==> src/rtl/rtc_cal_pkg.sv <==
`timescale 1ns/1ps
package rtc_cal_pkg;

  localparam int NUM_FIELDS = 7;
  localparam int DAYS_PER_WEEK = 7;

  localparam int SEC_W   = 7;
  localparam int MIN_W   = 7;
  localparam int HOUR_W  = 6;
  localparam int DATE_W  = 6;
  localparam int MONTH_W = 5;
  localparam int YEAR_W  = 8;

  typedef enum int {
    FLD_SEC   = 0,
    FLD_MIN   = 1,
    FLD_HOUR  = 2,
    FLD_WDAY  = 3,
    FLD_DATE  = 4,
    FLD_MONTH = 5,
    FLD_YEAR  = 6
  } field_e;

  // Multiple of four on a BCD year: depends on tens parity and the units digit.
  function automatic logic is_leap(input logic tens_odd, input logic [3:0] units);
    if (!tens_odd) return (units == 4'd0) || (units == 4'd4) || (units == 4'd8);
    else           return (units == 4'd2) || (units == 4'd6);
  endfunction

  // Last valid day of month, in BCD.
  function automatic logic [7:0] month_end(input logic [4:0] mon, input logic leap);
    case (mon)
      5'h02:                      return leap ? 8'h29 : 8'h28;
      5'h04, 5'h06, 5'h09, 5'h11: return 8'h30;
      default:                    return 8'h31;
    endcase
  endfunction

endpackage

==> src/rtl/rtc_prescaler.sv <==
`timescale 1ns/1ps
module rtc_prescaler #(
  parameter int DIV = 2048
) (
  input  logic clk,
  input  logic rst_n,
  input  logic tick,
  input  logic clr,
  output logic sec_tick
);
  localparam int CW = (DIV > 1) ? $clog2(DIV) : 1;
  localparam logic [CW-1:0] LAST = CW'(DIV - 1);

  logic [CW-1:0] cnt_q, cnt_d;
  logic          at_last;

  always_comb begin
    at_last  = (cnt_q == LAST);
    sec_tick = tick && !clr && at_last;
    cnt_d    = cnt_q;
    if (clr)       cnt_d = '0;
    else if (tick) cnt_d = at_last ? '0 : cnt_q + 1'b1;
  end

  always_ff @(posedge clk or negedge rst_n) begin
    if (!rst_n) cnt_q <= '0;
    else        cnt_q <= cnt_d;
  end
endmodule

==> src/rtl/rtc_bcd_field.sv <==
`timescale 1ns/1ps
module rtc_bcd_field #(
  parameter int         W     = 7,
  parameter logic [7:0] FIRST = 8'h00
) (
  input  logic         clk,
  input  logic         rst_n,
  input  logic         inc,
  input  logic [7:0]   last,
  input  logic         wr,
  input  logic [W-1:0] wr_val,
  output logic [W-1:0] val,
  output logic         wrap
);
  logic [W-1:0] val_q, val_d, inc_v;
  logic [3:0]   lo;
  logic [W-5:0] hi;

  always_comb begin
    lo    = val_q[3:0];
    hi    = val_q[W-1:4];
    inc_v = (lo >= 4'd9) ? {hi + 1'b1, 4'h0} : {hi, lo + 4'h1};
    wrap  = inc && (8'(val_q) == last);
    val_d = val_q;
    if (wr)       val_d = wr_val;
    else if (inc) val_d = wrap ? FIRST[W-1:0] : inc_v;
  end

  always_ff @(posedge clk or negedge rst_n) begin
    if (!rst_n) val_q <= FIRST[W-1:0];
    else        val_q <= val_d;
  end

  assign val = val_q;
endmodule

==> src/rtl/rtc_weekday_ring.sv <==
`timescale 1ns/1ps
module rtc_weekday_ring #(
  parameter int DAYS = 7
) (
  input  logic            clk,
  input  logic            rst_n,
  input  logic            inc,
  input  logic            wr,
  input  logic [DAYS-1:0] wr_val,
  output logic [DAYS-1:0] val
);
  localparam logic [DAYS-1:0] FIRST_DAY = DAYS'(1);

  logic [DAYS-1:0] ring_q, ring_d;

  always_comb begin
    ring_d = ring_q;
    if (wr)       ring_d = wr_val;
    else if (inc) ring_d = {ring_q[DAYS-2:0], ring_q[DAYS-1]};
  end

  always_ff @(posedge clk or negedge rst_n) begin
    if (!rst_n) ring_q <= FIRST_DAY;
    else        ring_q <= ring_d;
  end

  assign val = ring_q;
endmodule

==> src/rtl/rtc_calendar.sv <==
`timescale 1ns/1ps
module rtc_calendar #(
  parameter int PRESCALE = 2048
) (
  input  logic       clk,
  input  logic       rst_n,
  input  logic       tick_in,
  input  logic       stop,
  input  logic [6:0] wr_en,
  input  logic [7:0] wr_data,
  output logic [7:0] secs,
  output logic [7:0] mins,
  output logic [7:0] hours,
  output logic [7:0] wday,
  output logic [7:0] date,
  output logic [7:0] month,
  output logic [7:0] year,
  output logic       sec_stb,
  output logic       min_stb
);
  import rtc_cal_pkg::*;

  localparam int SYNC_STAGES = 2;

  // Reset: asserted asynchronously, released through a short synchronizer.
  logic [SYNC_STAGES-1:0] rst_sync_q;
  logic                   rst_q_n;

  always_ff @(posedge clk or negedge rst_n) begin
    if (!rst_n) rst_sync_q <= '0;
    else        rst_sync_q <= {rst_sync_q[SYNC_STAGES-2:0], 1'b1};
  end
  assign rst_q_n = rst_sync_q[SYNC_STAGES-1];

  logic sec_tick;
  logic sec_wrap, min_wrap, hour_wrap, date_wrap, month_wrap, year_wrap;
  logic [SEC_W-1:0]         sec_v;
  logic [MIN_W-1:0]         min_v;
  logic [HOUR_W-1:0]        hour_v;
  logic [DAYS_PER_WEEK-1:0] wday_v;
  logic [DATE_W-1:0]        date_v;
  logic [MONTH_W-1:0]       month_v;
  logic [YEAR_W-1:0]        year_v;
  logic [7:0]               date_last;
  logic                     leap;

  rtc_prescaler #(.DIV(PRESCALE)) u_pre (
    .clk(clk), .rst_n(rst_q_n), .tick(tick_in), .clr(stop), .sec_tick(sec_tick)
  );

  rtc_bcd_field #(.W(SEC_W), .FIRST(8'h00)) u_sec (
    .clk(clk), .rst_n(rst_q_n), .inc(sec_tick), .last(8'h59),
    .wr(wr_en[FLD_SEC]), .wr_val(wr_data[SEC_W-1:0]), .val(sec_v), .wrap(sec_wrap)
  );

  rtc_bcd_field #(.W(MIN_W), .FIRST(8'h00)) u_min (
    .clk(clk), .rst_n(rst_q_n), .inc(sec_wrap), .last(8'h59),
    .wr(wr_en[FLD_MIN]), .wr_val(wr_data[MIN_W-1:0]), .val(min_v), .wrap(min_wrap)
  );

  rtc_bcd_field #(.W(HOUR_W), .FIRST(8'h00)) u_hour (
    .clk(clk), .rst_n(rst_q_n), .inc(min_wrap), .last(8'h23),
    .wr(wr_en[FLD_HOUR]), .wr_val(wr_data[HOUR_W-1:0]), .val(hour_v), .wrap(hour_wrap)
  );

  rtc_weekday_ring #(.DAYS(DAYS_PER_WEEK)) u_wday (
    .clk(clk), .rst_n(rst_q_n), .inc(hour_wrap),
    .wr(wr_en[FLD_WDAY]), .wr_val(wr_data[DAYS_PER_WEEK-1:0]), .val(wday_v)
  );

  always_comb begin
    leap      = is_leap(year_v[4], year_v[3:0]);
    date_last = month_end(month_v, leap);
  end

  rtc_bcd_field #(.W(DATE_W), .FIRST(8'h01)) u_date (
    .clk(clk), .rst_n(rst_q_n), .inc(hour_wrap), .last(date_last),
    .wr(wr_en[FLD_DATE]), .wr_val(wr_data[DATE_W-1:0]), .val(date_v), .wrap(date_wrap)
  );

  rtc_bcd_field #(.W(MONTH_W), .FIRST(8'h01)) u_month (
    .clk(clk), .rst_n(rst_q_n), .inc(date_wrap), .last(8'h12),
    .wr(wr_en[FLD_MONTH]), .wr_val(wr_data[MONTH_W-1:0]), .val(month_v), .wrap(month_wrap)
  );

  rtc_bcd_field #(.W(YEAR_W), .FIRST(8'h00)) u_year (
    .clk(clk), .rst_n(rst_q_n), .inc(month_wrap), .last(8'h99),
    .wr(wr_en[FLD_YEAR]), .wr_val(wr_data[YEAR_W-1:0]), .val(year_v), .wrap(year_wrap)
  );

  // Strobes line up with the cycle the updated fields become visible.
  logic sec_stb_q, min_stb_q;
  always_ff @(posedge clk or negedge rst_q_n) begin
    if (!rst_q_n) begin
      sec_stb_q <= 1'b0;
      min_stb_q <= 1'b0;
    end else begin
      sec_stb_q <= sec_tick;
      min_stb_q <= sec_wrap;
    end
  end

  logic unused_year_wrap;
  assign unused_year_wrap = year_wrap;

  assign secs    = 8'(sec_v);
  assign mins    = 8'(min_v);
  assign hours   = 8'(hour_v);
  assign wday    = 8'(wday_v);
  assign date    = 8'(date_v);
  assign month   = 8'(month_v);
  assign year    = year_v;
  assign sec_stb = sec_stb_q;
  assign min_stb = min_stb_q;
endmodule

==> config.mk <==
export PLATFORM = sky130hd
export DESIGN_NAME = rtc_calendar
export DESIGN_NICKNAME = d
export VERILOG_FILES = /design/src/rtl/rtc_cal_pkg.sv /design/src/rtl/rtc_prescaler.sv /design/src/rtl/rtc_bcd_field.sv /design/src/rtl/rtc_weekday_ring.sv /design/src/rtl/rtc_calendar.sv
export SDC_FILE = /design/constraint.sdc
export NUM_CORES = 1
export LEC_CHECK = 0
export ABC_AREA = 1
export BUFFER_PORTS_ARGS = -buffer_cell sky130_fd_sc_hd__buf_2
export CORE_ASPECT_RATIO = 1.1
export CORE_MARGIN = 2
export CORE_UTILIZATION = 45
export CTS_CLUSTER_SIZE = 30
export DETAILED_ROUTE_END_ITERATION = 12
export PLACE_DENSITY = 0.64
export SETUP_SLACK_MARGIN = 0.05
export SKIP_LAST_GASP = 1
export SYNTH_ARGS = -nofsm -noshare
export SYNTH_HDL_FRONTEND = slang
export SYNTH_SLANG_ARGS = --single-unit
==> constraint.sdc <==
create_clock -name clk -period 4.9 [get_ports clk]
set_input_delay 0.245 -clock clk [delete_from_list [all_inputs] [get_ports clk]]
set_output_delay 0.245 -clock clk [all_outputs]
set_load 0.05 [all_outputs]
==> flow_summary.yaml, run 1 <==
setup_path:
  crit_family: "simple AND/OR/NAND/NOR gates"
  crit_buf_inv: 2
  crit_type: "reg2reg"
  startpoint: "u_month.val[0]$_DFFE_PN1P_"
  cp_cell_sequence: "inv_1 -> ha_1 -> nand3_1 -> inv_1 -> nand3_1 -> nand2_1 -> nand2_1 -> nand3_2 -> nor2_4 -> nand2_4 -> nand2_4 -> nand2_2 -> nand2_1 -> nand2_1"
  endpoint_kind: "register"
  critPathArrivalTime_ns: 2.48
  reg2reg_from: "u_month.val[0]$_DFFE_PN1P_"
  critPathRequiredTime_ns: 5.13
  cp_slowest_stage_delay_ns: 0.57
  slowest_stage: "dfstp_2"
  startpoint_type: "register"
  crit_top_cell: "nand2_1"
  worstPathMaxFanout: 9
logic_synthesis:
  ys_seq_area_share_pct: 37.83
  yosysUniqueCellTypes: 40
  avgSynthCellArea_um2: 7.720
  synth_area_um2: 4045
  yosys-mux-area-fraction_pct: 0
  ys.flop_type: "dfrtp_1"
  synth_fa_ha_area_share_pct: 8.970
  yosysMostFrequentCell: "nand2_1"
  synth_compound_area_share_pct: 12.19
  synth_common_cells: "nand2_1 (127), inv_1 (74), dfrtp_1 (58)"
  synth.ff_latch_count: 61
  synth-xor-area-share_pct: 3.897
  yosysTopAreaCell: "dfrtp_1"
  synthCells: 524
  synth_top_area_share_pct: 35.88
  synth-edff-count: 0
  synth_top_family_by_area: "simple AND/OR/NAND/NOR gates"
  synthArstFlopShare_pct: 100.0
  synth_area_leaders: "dfrtp_1 (36%), nand2_1 (12%), ha_1 (9.0%), inv_1 (6.9%), nand3_1 (4.9%)"
  synthSimpleGateAreaFrac_pct: 27.00
  synth_warnings: 0
placed_design:
  port-buffer-count: 66
  placed_cell_area_um2: 4474
  pre_cts_ws_ns: 2.686
  place_hpwl_mm: 7.432
  gp_routability_congestion: 0.9787
global_route:
  antenna_found_initial: 0
  overflow: 0
  grt_pass1_wl_mm: 16.09
  grt_max_degree: 60
  track_usage_pct: 21.22
  first_global_vias: 3403
timing:
  tns_ns: 0
  skew_ns: 0.01081
  tightest_slew_ns: 0.7688
  worst_slack_ns: 2.646
  slew_violations: 0
  finalSetupViolCount: 0
  whs_ns: 0.1864
  maxSlewHeadroom_pct: 48.75
  rsz0062_at_grt: "false"
  min_period_ns: 2.254
  max_freq_mhz: 443.7
  timing.final.crit_share_pct: 46.00
  final_hold_viol_count: 0
pwr:
  ir_drop_mv: 0.1672
  pwr_density_cell_nw_per_um2: 377.6
  leakagePower_nw: 2.370
  power_mw: 1.771
routing:
  first_pass_iters: 4
  viasPerCell: 5.083
  drtIter0Drc: 198
  vias: 3655
  ant_nets: 0
  drc: 0
  routed_wl_mm: 9.954
  avgRoutedWirePerCell_um: 13.84
clock_tree:
  clkSlewWorstSetupHoldPaths_ns: 0.07
  cts_tree: "yes"
  clockBufferDepth: 2
  clk-insertion-delay-late_ns: 0.34
  cts_buffers: 9
  ctsResizeCount: 0
  cts_root_buf: "clkbuf_8"
  htreeDepth: 3
  numClockSinks: 61
die:
  initial_core_util_pct: 46.05
  die_h_um: 103.4
  die-area_um2: 9765
  core_um2: 8783
  rows: 36
  fp.dieW_um: 94.40
  ios: 77
final_layout:
  nNetsFinal: 648
  layout-drive-gt1-share_pct: 18.02
  finalInstanceArea_um2: 4691
  antenna_cells: 0
  syn_to_final_growth_pct: 15.96
job:
  drv_cap: 0
run_status:
  status: "finished clean"
min_path:
  hp-start: "wr_en[4]"
  min_path_type: "in2reg"
[tightest hold or removal path: stages]
cell and delay, ns:
buf_2 0.13, nand2_1 0.07, nand2_1 0.05
[timing repair]
item	in CTS	in global routing
endpoints found under the hold margin	2	0
endpoints found under the setup margin	0	0
buffers inserted	0	0
hold buffers	1	0
[where the power goes]
| group | switching (mW) | total [mW] | leakage (nW) | internal (mW) |
|---|---|---|---|---|
| Combinational | 0.464 | 0.630 | 1.52 | 0.165 |
| Clock | 0.202 | 0.486 | 0.107 | 0.284 |
| Sequential | 0.0840 | 0.655 | 0.748 | 0.571 |
[routing by layer]
layer | up-vias | share of wire (%) | track usage (%)
met5 | - | 0 | 0
met4 | 0 | 2.2 | 8.696
met3 | 16 | 3.6 | 3.261
met2 | 77 | 48 | 34.89
met1 | 1714 | 46 | 28.19
li1 | 1848 | - | -
[cell usage in the layout, fill, tap and decap left out, drive strengths merged]
cell type      n
a21boi         1
o221ai         6
a32o           1
o21ai         27
o31ai          2
clkbuf        11
dfrtp         58
clkinv        10
ha            29
o21bai         1
o2111ai        2
inv           77
buf           67
nand4          5
nand2        133
a31oi         13
a21oi         11
nor2          48
nor3b          1
nand3b         2
o211ai         4
nor3           3
o22ai         10
dfstp          3
nand3         45
xnor2          5
dlygate4sd3    1
conb          11
xor2          13
nor4           1
a22oi          2
bufinv         2
[area by class of cell]
cell class | instances | area, µm²
Timing Repair Buffer | 68 | 347.8
Multi-Input combinational cell | 376 | 2147
Inverter | 84 | 315.3
Sequential cell | 61 | 1531
Tap cell | 114 | 142.6
Fill cell | 864 | 4093
Clock inverter | 5 | 75.07
Clock buffer | 11 | 131.4
[cell families after synthesis]
kind of cell | after synthesis
other | 2
AND/OR/NAND/NOR | 238
buffers and inverters | 96
adder cells (fa/ha/maj) | 29
XOR/XNOR | 18
AO/OA/AOI/OAI | 80
flip-flops | 61
[worst paths after layout]
kind,slack [ns],end,depth (start not counted)
min in group asynchronous,0.22,rst_sync_q[1]$_DFF_PN0_,2
worst max-delay path,2.65,u_year.val[7]$_DFFE_PN0P_,14
worst min-delay path,0.19,u_date.val[2]$_DFFE_PN0P_,3
max in group asynchronous,3.97,sec_stb$_DFF_PN0_,1
worst max register to register,2.65,u_year.val[7]$_DFFE_PN0P_,14
worst min register to register,0.36,rst_sync_q[1]$_DFF_PN0_,0
[flip-flops by register name, indices dropped and copies added, names as in the netlist]
signal / count
u_pre.cnt_q: 11
u_hour.val: 6
u_sec.val: 7
sec_stb: 1
u_min.val: 7
u_wday.val: 7
u_year.val: 8
min_stb: 1
rst_sync_q: 2
u_date.val: 6
u_month.val: 5
[through the flow]
stage	utilization (%)	instances
detailed placement	50.94	702
finish	53.40	719
floorplan	-	533
global route	53.40	719
global placement	50.94	702
CTS	53.40	719
Power figures use the tool's default switching activity.
==> run 2, diff against run 1 <==
Clock period 4.9 ns to 2.1 ns, I/O delays scaled along.
==> run 2 against run 1 <==
Critical path depth unchanged. Via count up 2.4%. Sequential share of layout area down 2.0 points. Fmax up 9.4%. Final cell count up 2.4%. Flip-flop and latch count unchanged. Sequential power up 140%. Combinational power up 150%. First-iteration DRC count down 37%. Global-route usage up 1.1 points. Clock power up 140%. Hold slack worse by 0.14 ns. Critical path type unchanged. Highest routed layer unchanged.
==> flow_summary.yaml, run 2 (synthesis gave the netlist of run 1 again) <==
final_layout:
  layout-drive-gt1-share_pct: 26.53
  syn_to_final_growth_pct: 24.59
  nNetsFinal: 665
  layout_commonest_cell: "nand2_1"
  post-route-util_pct: 57.38
  fin_cells: 736
  layout_common_cells: "nand2_1 (118), inv_1 (72), buf_2 (66), dfrtp_1 (49), nor2_1 (38)"
  fillers: 825
  antenna_cells: 0
  top_register: "u_pre.cnt_q"
  largest_reg_flops: 11
setup_path:
  slowest_stage: "dfstp_4"
  worst_r2r_endpoint: "u_year.val[7]$_DFFE_PN0P_"
  crit_type: "reg2reg"
  crit_family: "simple AND/OR/NAND/NOR gates"
  reg2reg_from: "u_month.val[0]$_DFFE_PN1P_"
  reg2regPathDepth: 14
  startpoint_type: "register"
  crit_buf_inv: 1
  cp_slowest_stage_delay_ns: 0.64
  r2r_slack_ns: 0.04
  critPathArrivalTime_ns: 2.30
  worstPathMaxFanout: 6
  critPathRequiredTime_ns: 2.34
  cp_cell_sequence: "inv_6 -> ha_4 -> o21ai_2 -> nand2_1 -> nand2_2 -> nand2_2 -> nand2_2 -> nand3_4 -> nor2_4 -> nand2_4 -> nand2_8 -> nand2_4 -> nand2_1 -> nand2_1"
  endpoint_kind: "register"
global_route:
  grt_max_degree: 26
  track_usage_pct: 22.29
  overflow: 0
  grt_pass1_wl_mm: 16.83
  antenna_found_initial: 0
  first_global_vias: 3586
clock_tree:
  cts_root_buf: "clkbuf_8"
  htreeDepth: 3
  cts_tree: "yes"
  clockBufferDepth: 2
  clkSlewWorstSetupHoldPaths_ns: 0.07
  cts_buffers: 9
  clk-insertion-delay-late_ns: 0.34
  numClockSinks: 61
timing:
  skew_ns: 0.007213
  final_hold_viol_count: 0
  max_freq_mhz: 485.2
  worst_slack_ns: 0.03903
  min_period_ns: 2.061
  slew_violations: 0
  tns_ns: 0
  finalSetupViolCount: 0
  maxSlewHeadroom_pct: 65.30
  tightest_slew_ns: 0.5206
  rsz0062_at_grt: "true"
  timing.final.crit_share_pct: 98.14
die:
  initial_core_util_pct: 46.05
  ios: 77
  fp.dieW_um: 94.40
  die_h_um: 103.4
  core_um2: 8783
  die-area_um2: 9765
  rows: 36
pwr:
  leakagePower_nw: 2.484
  ir_drop_mv: 0.4472
  pwr_density_cell_nw_per_um2: 849.8
  power_mw: 4.283
routing:
  vias: 3744
  drc: 0
  ant_nets: 0
  routed_wl_mm: 10.38
  first_pass_iters: 4
  drtIter0Drc: 125
  avgRoutedWirePerCell_um: 14.10
  viasPerCell: 5.087
placed_design:
  pre_cts_ws_ns: -0.04033
  place_hpwl_mm: 7.853
  dpl.cell_count: 710
  port-buffer-count: 66
  gp_routability_congestion: 0.9520
min_path:
  whs_endpoint: "u_sec.val[6]$_DFFE_PN0P_"
  min_path_cells: 3
  hp-start: "wr_en[0]"
  min_path_type: "in2reg"
run_status:
  status: "finished clean"
job:
  drv_cap: 0
run 2: cell types whose count changed in the layout (fill, tap and decap cells not counted), moves of 3 or more:
cell / change
buf_4: +15
ha_4: +3
nand2_1: -9
o21ai_1: -3
ha_1: -4
dfrtp_1: -8
dfrtp_2: +8
nand2_2: +8
nand3_1: -8
nand3_2: +6
run 2: per-layer routing:
layer	part of all wire, %	global-route usage, %
met1	43	27.84
met4	2.1	9.810
met2	50	37.86
met3	4.7	4.203
met5	0	0
run 2: power by group:
| group | total (mW) | switching, mW | internal (mW) |
|---|---|---|---|
| sequential | 1.54 | 0.204 | 1.34 |
| combinational | 1.55 | 1.12 | 0.429 |
| clock | 1.19 | 0.458 | 0.729 |
run 2: layout make-up:
class                           instances  area [µm²]  area share, %
Tap cell                              114       142.6          2.830
Multi-Input combinational cell        377        2335          46.33
Clock buffer                           12       155.1          3.078
Timing Repair Buffer                   84       471.7          9.359
Sequential cell                        61        1545          30.66
Inverter                               84       320.3          6.356
Clock inverter                          4       70.07          1.390
run 2: worst max-delay path by stage:
| stage | from | to | slack [ns] | cells after the start |
|---|---|---|---|---|
| after floorplan | u_month.val[0]$_DFFE_PN1P_ | u_year.val[4]$_DFFE_PN0P_ | 0.04 | 14 |
| after global placement | u_month.val[0]$_DFFE_PN1P_ | u_year.val[4]$_DFFE_PN0P_ | 0.06 | 14 |
| after detailed placement | u_month.val[0]$_DFFE_PN1P_ | u_year.val[6]$_DFFE_PN0P_ | -0.04 | 14 |
| after CTS | u_month.val[0]$_DFFE_PN1P_ | u_year.val[4]$_DFFE_PN0P_ | 0.05 | 14 |
| after global routing | u_month.val[0]$_DFFE_PN1P_ | u_year.val[4]$_DFFE_PN0P_ | -0.06 | 14 |
| final | u_month.val[0]$_DFFE_PN1P_ | u_year.val[7]$_DFFE_PN0P_ | 0.04 | 14 |
run 2: worst reg2reg max path, cell delays in order (launching register included):
cell	delay [ns]
dfstp_4	0.64
inv_6	0.05
ha_4	0.17
o21ai_2	0.11
nand2_1	0.07
nand2_2	0.08
nand2_2	0.05
nand2_2	0.07
nand3_4	0.10
nor2_4	0.18
nand2_4	0.13
nand2_8	0.12
nand2_4	0.08
nand2_1	0.07
nand2_1	0.04
run 2: repair_timing:
item / in CTS / in global routing
buffers inserted: 4 / 4
hold endpoints to repair: 2 / 0
resized for setup: 5 / 31
gates cloned: 1 / 0
pin swaps: 7 / 13
endpoints found under the setup margin: 11 / 24
hold buffers: 1 / 0
run 2: stage by stage:
| step | hold WS, ns | cell area [µm²] |
|---|---|---|
| finish | 0.04175 | 5040 |
| global route | 0.04020 | 5040 |
| CTS | 0.02335 | 4887 |
| detailed placement | -0.1038 | 4583 |
| global placement | -0.1102 | 4583 |
| floorplan | -0.1906 | 4128 |
